$ cat src/rtl/avsw_pkg.sv
package avsw_pkg;

  typedef enum logic [3:0] {
    ST_IDLE,
    ST_ADDR,
    ST_ADDR_ACK,
    ST_SUB,
    ST_SUB_ACK,
    ST_DATA,
    ST_DATA_ACK,
    ST_RD_BYTE,
    ST_RD_DONE
  } xfer_st_e;

  // Device address match: upper six bits fixed, bit 1 from the strap.
  function automatic logic dev_addr_hit(input logic [7:0] addr_byte,
                                        input logic [6:0] base7,
                                        input logic       sel);
    return addr_byte[7:1] == {base7[6:1], sel};
  endfunction

  // Status byte layout: line1 in [1:0], line2 in [3:2], line3 in [5:4].
  function automatic logic [7:0] pack_status(input logic [5:0] lines);
    return {2'b00, lines[5:4], lines[3:2], lines[1:0]};
  endfunction

  // Pointer step: advance while inside the bank, freeze once beyond it.
  function automatic logic [7:0] next_ptr(input logic [7:0] ptr,
                                          input logic [7:0] last);
    return (ptr <= last) ? ptr + 8'd1 : ptr;
  endfunction

endpackage

$ cat src/rtl/avsw_bus_sync.sv
module avsw_bus_sync #(
  parameter int STAGES = 2
) (
  input  logic clk,
  input  logic rst_n,
  input  logic scl_i,
  input  logic sda_i,
  output logic scl_rise,
  output logic scl_fall,
  output logic start_det,
  output logic stop_det,
  output logic sda_s
);

  localparam int NLINES = 2;

  logic [NLINES-1:0] pin_raw;
  logic [NLINES-1:0] pin_now;
  logic [NLINES-1:0] pin_prev;

  assign pin_raw = {sda_i, scl_i};

  genvar g;
  generate
    for (g = 0; g < NLINES; g++) begin : g_line
      logic [STAGES-1:0] pipe;
      always_ff @(posedge clk or negedge rst_n) begin
        if (!rst_n) begin
          pipe        <= '1;
          pin_prev[g] <= 1'b1;
        end else begin
          pipe        <= {pipe[STAGES-2:0], pin_raw[g]};
          pin_prev[g] <= pipe[STAGES-1];
        end
      end
      assign pin_now[g] = pipe[STAGES-1];
    end
  endgenerate

  logic scl_now, scl_prev, sda_now, sda_prev;
  assign scl_now  = pin_now[0];
  assign scl_prev = pin_prev[0];
  assign sda_now  = pin_now[1];
  assign sda_prev = pin_prev[1];

  assign scl_rise  = scl_now & ~scl_prev;
  assign scl_fall  = ~scl_now & scl_prev;
  assign start_det = scl_now & scl_prev & sda_prev & ~sda_now;
  assign stop_det  = scl_now & scl_prev & ~sda_prev & sda_now;
  assign sda_s     = sda_now;

  // the two bus conditions are never reported together
  a_r9_cond_exclusive: assert property (@(posedge clk) disable iff (!rst_n)
    !(start_det && stop_det));

  // no clock edge is reported while a bus condition is seen
  a_r9_cond_no_edge: assert property (@(posedge clk) disable iff (!rst_n)
    (start_det || stop_det) |-> !(scl_rise || scl_fall));

endmodule

$ cat src/rtl/avsw_xfer.sv
module avsw_xfer
  import avsw_pkg::*;
#(
  parameter int       NUM_REGS  = 9,
  parameter int       IDX_W     = 4,
  parameter int       STAT_W    = 6,
  parameter bit [6:0] BASE_ADDR = 7'h4A
) (
  input  logic              clk,
  input  logic              rst_n,
  input  logic              addr_sel,
  input  logic              scl_rise,
  input  logic              scl_fall,
  input  logic              start_det,
  input  logic              stop_det,
  input  logic              sda_s,
  input  logic [STAT_W-1:0] blank_stat,
  output logic              wr_en,
  output logic [IDX_W-1:0]  wr_idx,
  output logic [7:0]        wr_data,
  output logic              sda_oe
);

  localparam logic [7:0] LAST_SUB = 8'(NUM_REGS - 1);

  xfer_st_e   state;
  logic [2:0] bit_cnt;
  logic [7:0] rx_sh;
  logic [7:0] tx_sh;
  logic [7:0] ptr;
  logic       byte_done;
  logic       rd_req;

  // Named internal events
  logic byte_end;
  logic addr_hit;
  logic in_rx;
  logic in_ack;

  assign byte_end = scl_fall & byte_done;
  assign addr_hit = dev_addr_hit(rx_sh, BASE_ADDR, addr_sel);
  assign in_rx    = (state == ST_ADDR) || (state == ST_SUB) || (state == ST_DATA);
  assign in_ack   = (state == ST_ADDR_ACK) || (state == ST_SUB_ACK) || (state == ST_DATA_ACK);

  always_ff @(posedge clk or negedge rst_n) begin
    if (!rst_n) begin
      state     <= ST_IDLE;
      bit_cnt   <= '0;
      rx_sh     <= '0;
      tx_sh     <= 8'hFF;
      ptr       <= '0;
      byte_done <= 1'b0;
      rd_req    <= 1'b0;
    end else if (start_det) begin
      state     <= ST_ADDR;
      bit_cnt   <= '0;
      byte_done <= 1'b0;
    end else if (stop_det) begin
      state     <= ST_IDLE;
      bit_cnt   <= '0;
      byte_done <= 1'b0;
    end else begin
      if (in_rx) begin
        if (scl_rise && !byte_done) begin
          rx_sh <= {rx_sh[6:0], sda_s};
          if (bit_cnt == 3'd7) begin
            bit_cnt   <= '0;
            byte_done <= 1'b1;
          end else begin
            bit_cnt <= bit_cnt + 3'd1;
          end
        end else if (byte_end) begin
          byte_done <= 1'b0;
          unique case (state)
            ST_ADDR: begin
              if (addr_hit) begin
                state  <= ST_ADDR_ACK;
                rd_req <= rx_sh[0];
                if (rx_sh[0]) tx_sh <= pack_status(blank_stat);
              end else begin
                state <= ST_IDLE;
              end
            end
            ST_SUB: begin
              ptr   <= rx_sh;
              state <= ST_SUB_ACK;
            end
            default: begin
              ptr   <= next_ptr(ptr, LAST_SUB);
              state <= ST_DATA_ACK;
            end
          endcase
        end
      end else if (in_ack) begin
        if (scl_fall) begin
          bit_cnt <= '0;
          if (state == ST_ADDR_ACK) state <= rd_req ? ST_RD_BYTE : ST_SUB;
          else                      state <= ST_DATA;
        end
      end else if (state == ST_RD_BYTE) begin
        if (scl_fall) begin
          tx_sh <= {tx_sh[6:0], 1'b1};
          if (bit_cnt == 3'd7) begin
            bit_cnt <= '0;
            state   <= ST_RD_DONE;
          end else begin
            bit_cnt <= bit_cnt + 3'd1;
          end
        end
      end
    end
  end

  assign wr_en   = (state == ST_DATA) && byte_end && !start_det && !stop_det
                   && (ptr <= LAST_SUB);
  assign wr_idx  = ptr[IDX_W-1:0];
  assign wr_data = rx_sh;
  assign sda_oe  = in_ack || ((state == ST_RD_BYTE) && !tx_sh[7]);

  // a START always lands in address matching
  a_r9_start_to_addr: assert property (@(posedge clk) disable iff (!rst_n)
    start_det |=> (state == ST_ADDR));

  // a STOP returns to idle
  a_r9_stop_to_idle: assert property (@(posedge clk) disable iff (!rst_n)
    (stop_det && !start_det) |=> (state == ST_IDLE));

  // after the status byte the line is released
  a_r8_done_released: assert property (@(posedge clk) disable iff (!rst_n)
    (state == ST_RD_DONE) |-> !sda_oe);

  // the captured status only moves on a bus clock fall
  a_r7_tx_held: assert property (@(posedge clk) disable iff (!rst_n)
    ((state == ST_RD_BYTE) && !scl_fall && !start_det && !stop_det) |=> $stable(tx_sh));

  // an acknowledge phase is entered only from a matched address byte
  a_r1_ack_after_match: assert property (@(posedge clk) disable iff (!rst_n)
    (state == ST_ADDR && byte_end && !addr_hit && !start_det && !stop_det)
      |=> (state == ST_IDLE));

  // a pointer beyond the bank never moves on a data byte
  a_r6_ptr_frozen: assert property (@(posedge clk) disable iff (!rst_n)
    ((state == ST_DATA) && (ptr > LAST_SUB) && !start_det && !stop_det) |=> $stable(ptr));

endmodule

$ cat src/rtl/avsw_regbank.sv
module avsw_regbank #(
  parameter int NUM_REGS = 9,
  parameter int IDX_W    = 4,
  parameter int REG_W    = 8
) (
  input  logic                      clk,
  input  logic                      rst_n,
  input  logic                      wr_en,
  input  logic [IDX_W-1:0]          wr_idx,
  input  logic [REG_W-1:0]          wr_data,
  output logic [NUM_REGS*REG_W-1:0] ctl_o
);

  genvar k;
  generate
    for (k = 0; k < NUM_REGS; k++) begin : g_reg
      logic [REG_W-1:0] q;
      always_ff @(posedge clk or negedge rst_n) begin
        if (!rst_n)                                 q <= '0;
        else if (wr_en && (wr_idx == IDX_W'(k)))    q <= wr_data;
      end
      assign ctl_o[k*REG_W +: REG_W] = q;
    end
  endgenerate

  // reset clears every register bit
  a_r5_reset_clear: assert property (@(posedge clk)
    !rst_n |=> (ctl_o == '0));

  // the bank only changes on a write
  a_r3_hold_no_write: assert property (@(posedge clk) disable iff (!rst_n)
    (rst_n && !wr_en) |=> $stable(ctl_o));

endmodule

$ cat src/rtl/avsw_ctl_slave.sv
module avsw_ctl_slave
  import avsw_pkg::*;
#(
  parameter int       NUM_REGS    = 9,
  parameter int       SYNC_STAGES = 2,
  parameter int       STAT_W      = 6,
  parameter bit [6:0] BASE_ADDR   = 7'h4A
) (
  input  logic                   clk,
  input  logic                   rst_n,
  input  logic                   addr_sel,
  input  logic                   scl_i,
  input  logic                   sda_i,
  input  logic [STAT_W-1:0]      blank_stat_i,
  output logic                   sda_oe_o,
  output logic [NUM_REGS*8-1:0]  ctl_o
);

  localparam int IDX_W = $clog2(NUM_REGS);

  logic scl_rise, scl_fall, start_det, stop_det, sda_s;
  logic             wr_en;
  logic [IDX_W-1:0] wr_idx;
  logic [7:0]       wr_data;

  avsw_bus_sync #(.STAGES(SYNC_STAGES)) u_sync (
    .clk       (clk),
    .rst_n     (rst_n),
    .scl_i     (scl_i),
    .sda_i     (sda_i),
    .scl_rise  (scl_rise),
    .scl_fall  (scl_fall),
    .start_det (start_det),
    .stop_det  (stop_det),
    .sda_s     (sda_s)
  );

  avsw_xfer #(
    .NUM_REGS  (NUM_REGS),
    .IDX_W     (IDX_W),
    .STAT_W    (STAT_W),
    .BASE_ADDR (BASE_ADDR)
  ) u_xfer (
    .clk        (clk),
    .rst_n      (rst_n),
    .addr_sel   (addr_sel),
    .scl_rise   (scl_rise),
    .scl_fall   (scl_fall),
    .start_det  (start_det),
    .stop_det   (stop_det),
    .sda_s      (sda_s),
    .blank_stat (blank_stat_i),
    .wr_en      (wr_en),
    .wr_idx     (wr_idx),
    .wr_data    (wr_data),
    .sda_oe     (sda_oe_o)
  );

  avsw_regbank #(
    .NUM_REGS (NUM_REGS),
    .IDX_W    (IDX_W),
    .REG_W    (8)
  ) u_bank (
    .clk     (clk),
    .rst_n   (rst_n),
    .wr_en   (wr_en),
    .wr_idx  (wr_idx),
    .wr_data (wr_data),
    .ctl_o   (ctl_o)
  );

  // a write is only issued for an index inside the bank
  a_r3_write_in_bank: assert property (@(posedge clk) disable iff (!rst_n)
    wr_en |-> (int'(wr_idx) < NUM_REGS));

endmodule

$ cat config.mk
export PLATFORM = sky130hd
export DESIGN_NAME = avsw_ctl_slave
export DESIGN_NICKNAME = d
export VERILOG_FILES = /design/src/rtl/avsw_pkg.sv /design/src/rtl/avsw_bus_sync.sv /design/src/rtl/avsw_xfer.sv /design/src/rtl/avsw_regbank.sv /design/src/rtl/avsw_ctl_slave.sv
export SDC_FILE = /design/constraint.sdc
export NUM_CORES = 1
export LEC_CHECK = 0
export ABC_CLOCK_PERIOD_IN_PS = 4000
export BUFFER_PORTS_ARGS = -buffer_cell sky130_fd_sc_hd__buf_2
export CAP_MARGIN = 40
export CORE_ASPECT_RATIO = 1.75
export CORE_MARGIN = 5
export CORE_UTILIZATION = 60
export CTS_CLUSTER_DIAMETER = 80
export DETAILED_ROUTE_END_ITERATION = 16
export PLACE_DENSITY_LB_ADDON = 0.25
export SKIP_LAST_GASP = 1
export SYNTH_ARGS = -nofsm -noshare
export SYNTH_HDL_FRONTEND = slang
export SYNTH_SLANG_ARGS = --single-unit
$ cat constraint.sdc
create_clock -name clk -period 4 [get_ports clk]
set_clock_uncertainty 0.15 [all_clocks]
set_input_delay 0 -clock clk [delete_from_list [all_inputs] [get_ports clk]]
set_output_delay 0 -clock clk [all_outputs]
set_load 0.01 [all_outputs]
==> insert_results.sql, run 1 <==
INSERT INTO impl_metrics (metric_group, metric, value, unit) VALUES
('floorplanning', 'io-pin-count', '84', ''),
('floorplanning', 'fp-row-count', '43', ''),
('run', 'timing.max_cap.violations', '0', ''),
('pwr', 'power.total', '0.002557', 'W'),
('placed_design', 'place_inst', '534', ''),
('grt', 'antenna_found_initial', '0', ''),
('placed_design', 'detailed_place_hpwl', '7319', 'um'),
('pwr', 'netSwitchingFraction', '0.3001', ''),
('detailed_routing', 'drt-vias-per-instance', '5.823', ''),
('timing', 'setup_viol', '0', ''),
('detailed_routing', 'vias', '3261', ''),
('clock_network', 'clock_sink_count', '111', ''),
('clock_network', 'cts-buffers-inserted', '9', ''),
('layout', 'drive_above_1_share', '0.4511', ''),
('synth', 'synth_edf_count', '0', ''),
('layout', 'syn2layout_area_growth', '18.71', '%'),
('grt', 'largest_net_degree_at_the_start_of_global_routing', '62', ''),
('pwr', 'pwr-share-comb', '0.142', ''),
('setup_path', 'timing.critical_path.required', '4.08', 'ns'),
('layout', 'nFillCells', '554', ''),
('grt', 'grt_pass1_wl', '17590', 'um'),
('timing', 'final_min_period_over_clock_period', '0.6179', ''),
('setup_path', 'critical_path.startpoint_type', 'register', ''),
('setup_path', 'critical-path-top-delay-family', 'simple AND/OR/NAND/NOR gates', ''),
('timing', 'max_slew.worst_pin.slew', '0.8189', 'ns'),
('timing', 'rsz0062_at_grt', 'no', ''),
('floorplanning', 'fp.dieArea', '9898', 'um^2'),
('hold_path', 'hold_path_class', 'in2reg', ''),
('clock_network', 'maximum_root_to_sink_buffer_count', '2', ''),
('synth', 'synth.area.top_cells', 'dfrtp_1 51%, mux2_2 19%, dfstp_2 7.7%', ''),
('pwr', 'power.internal', '0.001790', 'W'),
('setup_path', 'crit_chain', 'and4bb_2 > nand4_1 > nor3b_4 > nand2_2 > mux2_1', ''),
('timing', 'tns', '0', 'ns'),
('layout', 'layout.cells.most_common_list', '97 x dfrtp_1, 83 x buf_2, 80 x mux2_2', ''),
('detailed_routing', 'drtPass1Iterations', '4', ''),
('setup_path', 'critPathArrivalTime', '2.56', 'ns'),
('grt', 'track_usage', '0.2262', ''),
('placed_design', 'port-buffer-count', '83', ''),
('synth', 'synth_area_leader', 'dfrtp_1', ''),
('floorplanning', 'die-width', '77.38', 'um'),
('synth', 'ys_dominant_reg_cell', 'dfrtp_1', ''),
('detailed_routing', 'drt_iter0_drc', '132', ''),
('synth', 'ys_seq_elements', '111', ''),
('detailed_routing', 'drt_drc_violations_left', '0', ''),
('placed_design', 'place_congestion', '0.9041', ''),
('layout', 'final_core_util', '0.7205', ''),
('floorplanning', 'initial_core_util', '0.6069', ''),
('timing', 'final.min_clock_period', '2.472', 'ns'),
('timing', 'hold_ws', '0.001631', 'ns'),
('pwr', 'total_leakage_power', '2.980', 'nW'),
('setup_path', 'critical_path.n_buffers_inverters', '0', ''),
('grt', 'grt-ovfl-total', '0', ''),
('clock_network', 'ctsResizeCount', '0', ''),
('clock_network', 'tritoncts', 'yes', ''),
('synth', 'syn_area', '4767', 'um^2'),
('outcome', 'status', 'finished, final reports clean', ''),
('synth', 'synth_seq_area_share', '0.5864', ''),
('clock_network', 'cts.clk_slew.worst_paths', '0.07', 'ns'),
('setup_path', 'reg2reg_setup_slack', '1.53', 'ns'),
('layout', 'mostFrequentLayoutCell', 'dfrtp_1', ''),
('setup_path', 'cpPeakStageDelay', '0.59', 'ns'),
('synth', 'post_synth_inst_count', '374', ''),
('clock_network', 'worstSkewPairLatency', '0.35', 'ns'),
('pwr', 'ratio_of_total_power_to_cell_area', '451.8', 'nW/um^2'),
('floorplanning', 'floorplan.die.height', '127.9', 'um'),
('detailed_routing', 'drtAntennaViolNets', '0', ''),
('setup_path', 'critical_path.slowest_cell', 'dfrtp_1', ''),
('synth', 'synth.avg_cell_area', '12.75', 'um^2'),
('clock_network', 'ctsHtreeMaxLevel', '3', ''),
('floorplanning', 'core_region_area', '7855', 'um^2'),
('setup_path', 'crit_fanout', '14', '');
## kinds of logic after synthesis
family / share of synthesized area
flops: 0.5864
simple gates: 0.1034
mux: 0.2005
compound gates: 0.07035
buf+inv: 0.01995
fa+ha+maj: 0.01575
xor+xnor: 0.003675
## power groups by stage
stage               combinational [W]  clock [W]  sequential, W
CTS                          0.000364   0.000878        0.00133
global placement             0.000339          0        0.00135
global route                 0.000410   0.000925        0.00135
detailed placement           0.000355          0        0.00135
floorplan                    0.000331          0        0.00125
finish                       0.000363   0.000863        0.00133
## through the flow
| stage | setup WS, ns | instance area, um^2 |
|---|---|---|
| 2_1_floorplan | 1.855 | 4767 |
| 3_3_place_gp | 1.576 | 5240 |
| 3_5_place_dp | 1.556 | 5273 |
| 4_1_cts | 1.518 | 5659 |
| 5_1_grt | 1.284 | 5659 |
| 6_report | 1.528 | 5659 |
## registers in the layout, summed over array words and instances, names as in the netlist
signal,cells
u_sync.scl_prev,1
u_xfer.ptr,8
u_xfer.bit_cnt,3
u_xfer.tx_sh,8
u_xfer.wr_data,8
u_sync.g_line.pipe,4
u_xfer.rd_req,1
u_xfer.state,4
u_bank.g.q,72
u_xfer.byte_done,1
u_sync.sda_prev,1
## synth_stat cells (4+ instances only)
library cell	instances
ha_1	6
nand2_1	25
o21ai_0	13
dfstp_2	14
nand3_1	6
dfrtp_1	97
clkbuf_1	13
nor2_1	22
inv_1	8
nand2_2	8
a21oi_1	14
a31oi_1	8
mux2_2	80
mux2_1	4
## tightest hold or removal path, delay by kind of cell
family	cells	cell delay [ns]
buf+inv	1	0.08
simple gates	3	0.32
xor+xnor	1	0.07
## routing by layer
metal | vias to the layer above | wire length (um) | global-route usage
met1 | 1631 | 4036 | 0.2599
met4 | 0 | 287 | 0.1063
met5 | - | 0 | 0
li1 | 1507 | - | -
met2 | 98 | 5833 | 0.4027
met3 | 25 | 522 | 0.04008
## final cells by class
class / instances / area (um^2) / area share
Clock buffer: 9 / 225.2 / 0.03980
Inverter: 8 / 30.03 / 0.005306
Multi-Input combinational cell: 239 / 1877 / 0.3316
Clock inverter: 7 / 61.31 / 0.01083
Tap cell: 90 / 112.6 / 0.01990
Timing Repair Buffer: 96 / 558.0 / 0.09861
Sequential cell: 111 / 2795 / 0.4939
## timing repair
action                                 4_1_cts  5_1_grt
setup buffers                                0        0
endpoints found under the hold margin      111        0
hold buffers                                10        0
## worst paths after layout
check,cells after the start,start,to
max,5,u_xfer.state[0],u_bank.g_reg[6].q[7]
min,5,addr_sel,u_xfer.tx_sh[0]
max reg2reg,5,u_xfer.state[0],u_bank.g_reg[6].q[7]
min reg2reg,0,u_sync.g_line[0].pipe[0],u_sync.g_line[0].pipe[1]
max in group asynchronous,3,rst_n,u_xfer.rd_req
min in group asynchronous,2,rst_n,u_xfer.tx_sh[2]
No activity file was read; power rests on OpenSTA's default activity.
==> run 2: changes to the inputs <==
--- a/config.mk
+++ b/config.mk
@@ -5,12 +5,12 @@
 export SDC_FILE = /design/constraint.sdc
 export NUM_CORES = 1
 export LEC_CHECK = 0
-export ABC_CLOCK_PERIOD_IN_PS = 4000
+export ABC_CLOCK_PERIOD_IN_PS = 2500
 export BUFFER_PORTS_ARGS = -buffer_cell sky130_fd_sc_hd__buf_2
 export CAP_MARGIN = 40
 export CORE_ASPECT_RATIO = 1.75
 export CORE_MARGIN = 5
-export CORE_UTILIZATION = 60
+export CORE_UTILIZATION = 56
 export CTS_CLUSTER_DIAMETER = 80
 export DETAILED_ROUTE_END_ITERATION = 16
 export PLACE_DENSITY_LB_ADDON = 0.25
==> constraint.sdc (replaced) <==
create_clock -name clk -period 2.5 [get_ports clk]
set_clock_uncertainty 0.15 [all_clocks]
set_input_delay 0 -clock clk [delete_from_list [all_inputs] [get_ports clk]]
set_output_delay 0 -clock clk [all_outputs]
set_load 0.01 [all_outputs]
==> insert_results.sql, run 2 (same netlist as run 1, synthesis figures left out) <==
INSERT INTO impl_metrics (metric_group, metric, value, unit) VALUES
('outcome', 'status', 'finished, final reports clean', ''),
('detailed_routing', 'drt_drc_violations_left', '0', ''),
('floorplanning', 'fp-row-count', '44', ''),
('pwr', 'worst_ir_drop_vdd', '0.0005201', 'V'),
('timing', 'rsz0062_at_grt', 'no', ''),
('layout', 'syn2layout_area_growth', '22.44', '%'),
('floorplanning', 'initial_core_util', '0.5734', ''),
('layout', 'antenna_cells_inserted', '0', ''),
('setup_path', 'critPathCapture', 'u_bank.g_reg[6].q[7]', ''),
('setup_path', 'r2r_cells', '6', ''),
('timing', 'max_slew.worst_pin.slew', '0.5335', 'ns'),
('hold_path', 'hold_path_class', 'in2async', ''),
('setup_path', 'critical-path-top-delay-family', 'simple AND/OR/NAND/NOR gates', ''),
('layout', 'reg_with_most_ffs', 'u_bank.g.q', ''),
('timing', 'max_freq', '425.7', 'MHz'),
('timing', 'report.final.hold_viol_count', '0', ''),
('setup_path', 'critical_path.endpoint_type', 'register', ''),
('clock_network', 'tritoncts', 'yes', ''),
('setup_path', 'setup.worst_path.class', 'reg2reg', ''),
('layout', 'nFillCells', '584', ''),
('grt', 'grt-ovfl-total', '0', ''),
('timing', 'maxSlewHeadroom', '0.6443', ''),
('placed_design', 'post-place-ws', '0.1074', 'ns'),
('clock_network', 'clock_sink_count', '111', ''),
('layout', 'layout.cells.most_common_list', '97 x dfrtp_1, 82 x buf_2, 80 x mux2_2', ''),
('setup_path', 'timing.critical_path.required', '2.57', 'ns'),
('clock_network', 'clock-root-buffer', 'clkbuf_16', ''),
('setup_path', 'crit_chain', 'and4bb_2 > nand4_1 > buf_4 > nor3b_4 > nand2_2 > mux2_1', ''),
('setup_path', 'critical_path.startpoint_type', 'register', ''),
('setup_path', 'reg2reg_to', 'u_bank.g_reg[6].q[7]', ''),
('setup_path', 'reg2reg_setup_slack', '0.15', 'ns'),
('pwr', 'ratio_of_total_power_to_cell_area', '736.9', 'nW/um^2'),
('layout', 'multi_input_area', '1877', 'um^2'),
('placed_design', 'place_congestion', '0.9038', ''),
('layout', 'largest_reg_flops', '72', ''),
('setup_path', 'crit_fanout', '8', ''),
('grt', 'number_of_global_route_vias_before_repair', '3655', ''),
('setup_path', 'critical_path.slowest_cell', 'dfstp_2', ''),
('detailed_routing', 'drtAntennaViolNets', '0', ''),
('grt', 'antenna_found_initial', '0', ''),
('detailed_routing', 'drt_iter0_drc', '125', ''),
('timing', 'setup_ws', '0.1511', 'ns'),
('detailed_routing', 'drt-vias-per-instance', '5.595', ''),
('placed_design', 'detailed_place_hpwl', '7793', 'um'),
('timing', 'final_min_period_over_clock_period', '0.9396', ''),
('clock_network', 'cts-buffers-inserted', '9', ''),
('layout', 'layout.area.seq', '2795', 'um^2'),
('timing', 'final.min_clock_period', '2.349', 'ns'),
('setup_path', 'path_depth', '6', ''),
('detailed_routing', 'drtPass1Iterations', '4', ''),
('setup_path', 'critPathLaunch', 'u_sync.scl_prev', ''),
('layout', 'drive_above_1_share', '0.4682', ''),
('floorplanning', 'fp.dieArea', '10530', 'um^2'),
('detailed_routing', 'total_detailed_routing_wirelength', '11230', 'um'),
('grt', 'grt_pass1_wl', '18820', 'um'),
('setup_path', 'worst_r2r_startpoint', 'u_sync.scl_prev', ''),
('clock_network', 'ctsHtreeMaxLevel', '3', ''),
('layout', 'mostFrequentLayoutCell', 'dfrtp_1', ''),
('floorplanning', 'io-pin-count', '84', ''),
('timing', 'timing_max_transition_violations_final', '0', ''),
('placed_design', 'port-buffer-count', '83', ''),
('clock_network', 'ctsResizeCount', '0', ''),
('detailed_routing', 'routedWlPerCell', '18.65', 'um'),
('setup_path', 'critical_path.n_buffers_inverters', '1', ''),
('pwr', 'total_leakage_power', '3.078', 'nW'),
('clock_network', 'worstSkewPairLatency', '0.34', 'ns'),
('setup_path', 'critPathArrivalTime', '2.42', 'ns'),
('floorplanning', 'floorplan.die.height', '132.1', 'um'),
('floorplanning', 'core_region_area', '8313', 'um^2'),
('clock_network', 'maximum_root_to_sink_buffer_count', '2', ''),
('grt', 'largest_net_degree_at_the_start_of_global_routing', '52', ''),
('setup_path', 'cpPeakStageDelay', '0.58', 'ns'),
('layout', 'num-nets-final', '499', ''),
('floorplanning', 'die-width', '79.75', 'um'),
('timing', 'tns', '0', 'ns'),
('clock_network', 'cts.clk_slew.worst_paths', '0.07', 'ns'),
('run', 'timing.max_cap.violations', '0', ''),
('detailed_routing', 'vias', '3368', ''),
('timing', 'setup_viol', '0', ''),
('grt', 'track_usage', '0.2304', '');
run 2: cell types whose count changed in the layout (fill, tap and decap cells not counted):
cell           delta
buf_4            +19
inv_6             -3
clkinv_2          -1
clkinvlp_4        -1
buf_16            -1
clkbuf_8          +3
clkbuf_1          +2
inv_8             -2
buf_12            +1
buf_2             -1
dlygate4sd3_1     -1
bufinv_16         +1
clkinv_4          +1
run 2: metal layers:
metal | vias to the layer above | part of all wire | GRT usage | wire [um]
met1 | 1683 | 0.38 | 0.2739 | 4258
met4 | 0 | 0.042 | 0.1259 | 468
met3 | 40 | 0.042 | 0.03762 | 476
met2 | 109 | 0.54 | 0.3907 | 6026
met5 | - | 0 | 0 | 0
li1 | 1536 | - | - | -
run 2: area by class of cell:
| type | count | share of cell area |
|---|---|---|
| Sequential cell | 111 | 0.4789 |
| Tap cell | 115 | 0.02465 |
| Clock buffer | 14 | 0.04695 |
| Multi-Input combinational cell | 239 | 0.3215 |
| Inverter | 8 | 0.005145 |
| Timing Repair Buffer | 113 | 0.1162 |
| Clock inverter | 2 | 0.006645 |
run 2: worst reg2reg max path, delay by kind of cell, from the launching register on:
kind	cells	cell delay (ns)
DFF	1	0.58
and+or+nand+nor	4	0.95
buffers and inverters	1	0.19
muxes	1	0.36
run 2: how the worst min path moves through the flow:
stage                   from                   end  slack (ns)  cells past startpoint
floorplan              rst_n  u_bank.g_reg[0].q[0]       -0.45                      0
global placement       rst_n  u_bank.g_reg[4].q[4]       -0.14                      1
detailed placement     rst_n  u_bank.g_reg[4].q[4]       -0.13                      1
CTS                    rst_n  u_bank.g_reg[0].q[0]        0.05                      2
global route        addr_sel       u_xfer.tx_sh[0]        0.09                      5
finish                 rst_n  u_bank.g_reg[4].q[4]        0.03                      2
run 2: report_power, final:
group          total (W)  leakage (nW)  internal, W  switching [W]
clock network    0.00148         0.153     0.000862       0.000618
registers        0.00199          1.49      0.00191      0.0000826
logic           0.000833          1.44     0.000334       0.000499
total            0.00430          3.08      0.00310        0.00120
run 2: repair_timing:
action	in CTS	in global routing
setup endpoints to repair	0	13
endpoints found under the hold margin	116	0
hold buffers	9	0
setup buffers	0	1
run 2: through the flow:
stage / instance area (um^2) / utilization / std cells / hold slack [ns] / power [W]
3_3_place_gp: 5426 / 0.6528 / 576 / -0.1394 / 0.002804
4_1_cts: 5829 / 0.7012 / 601 / 0.04701 / 0.004332
6_report: 5837 / 0.7021 / 602 / 0.03277 / 0.004301
2_1_floorplan: 4767 / - / 374 / -0.4456 / 0.002529
3_5_place_dp: 5426 / 0.6528 / 576 / -0.1287 / 0.002837
5_1_grt: 5837 / 0.7021 / 602 / 0.08567 / 0.004506
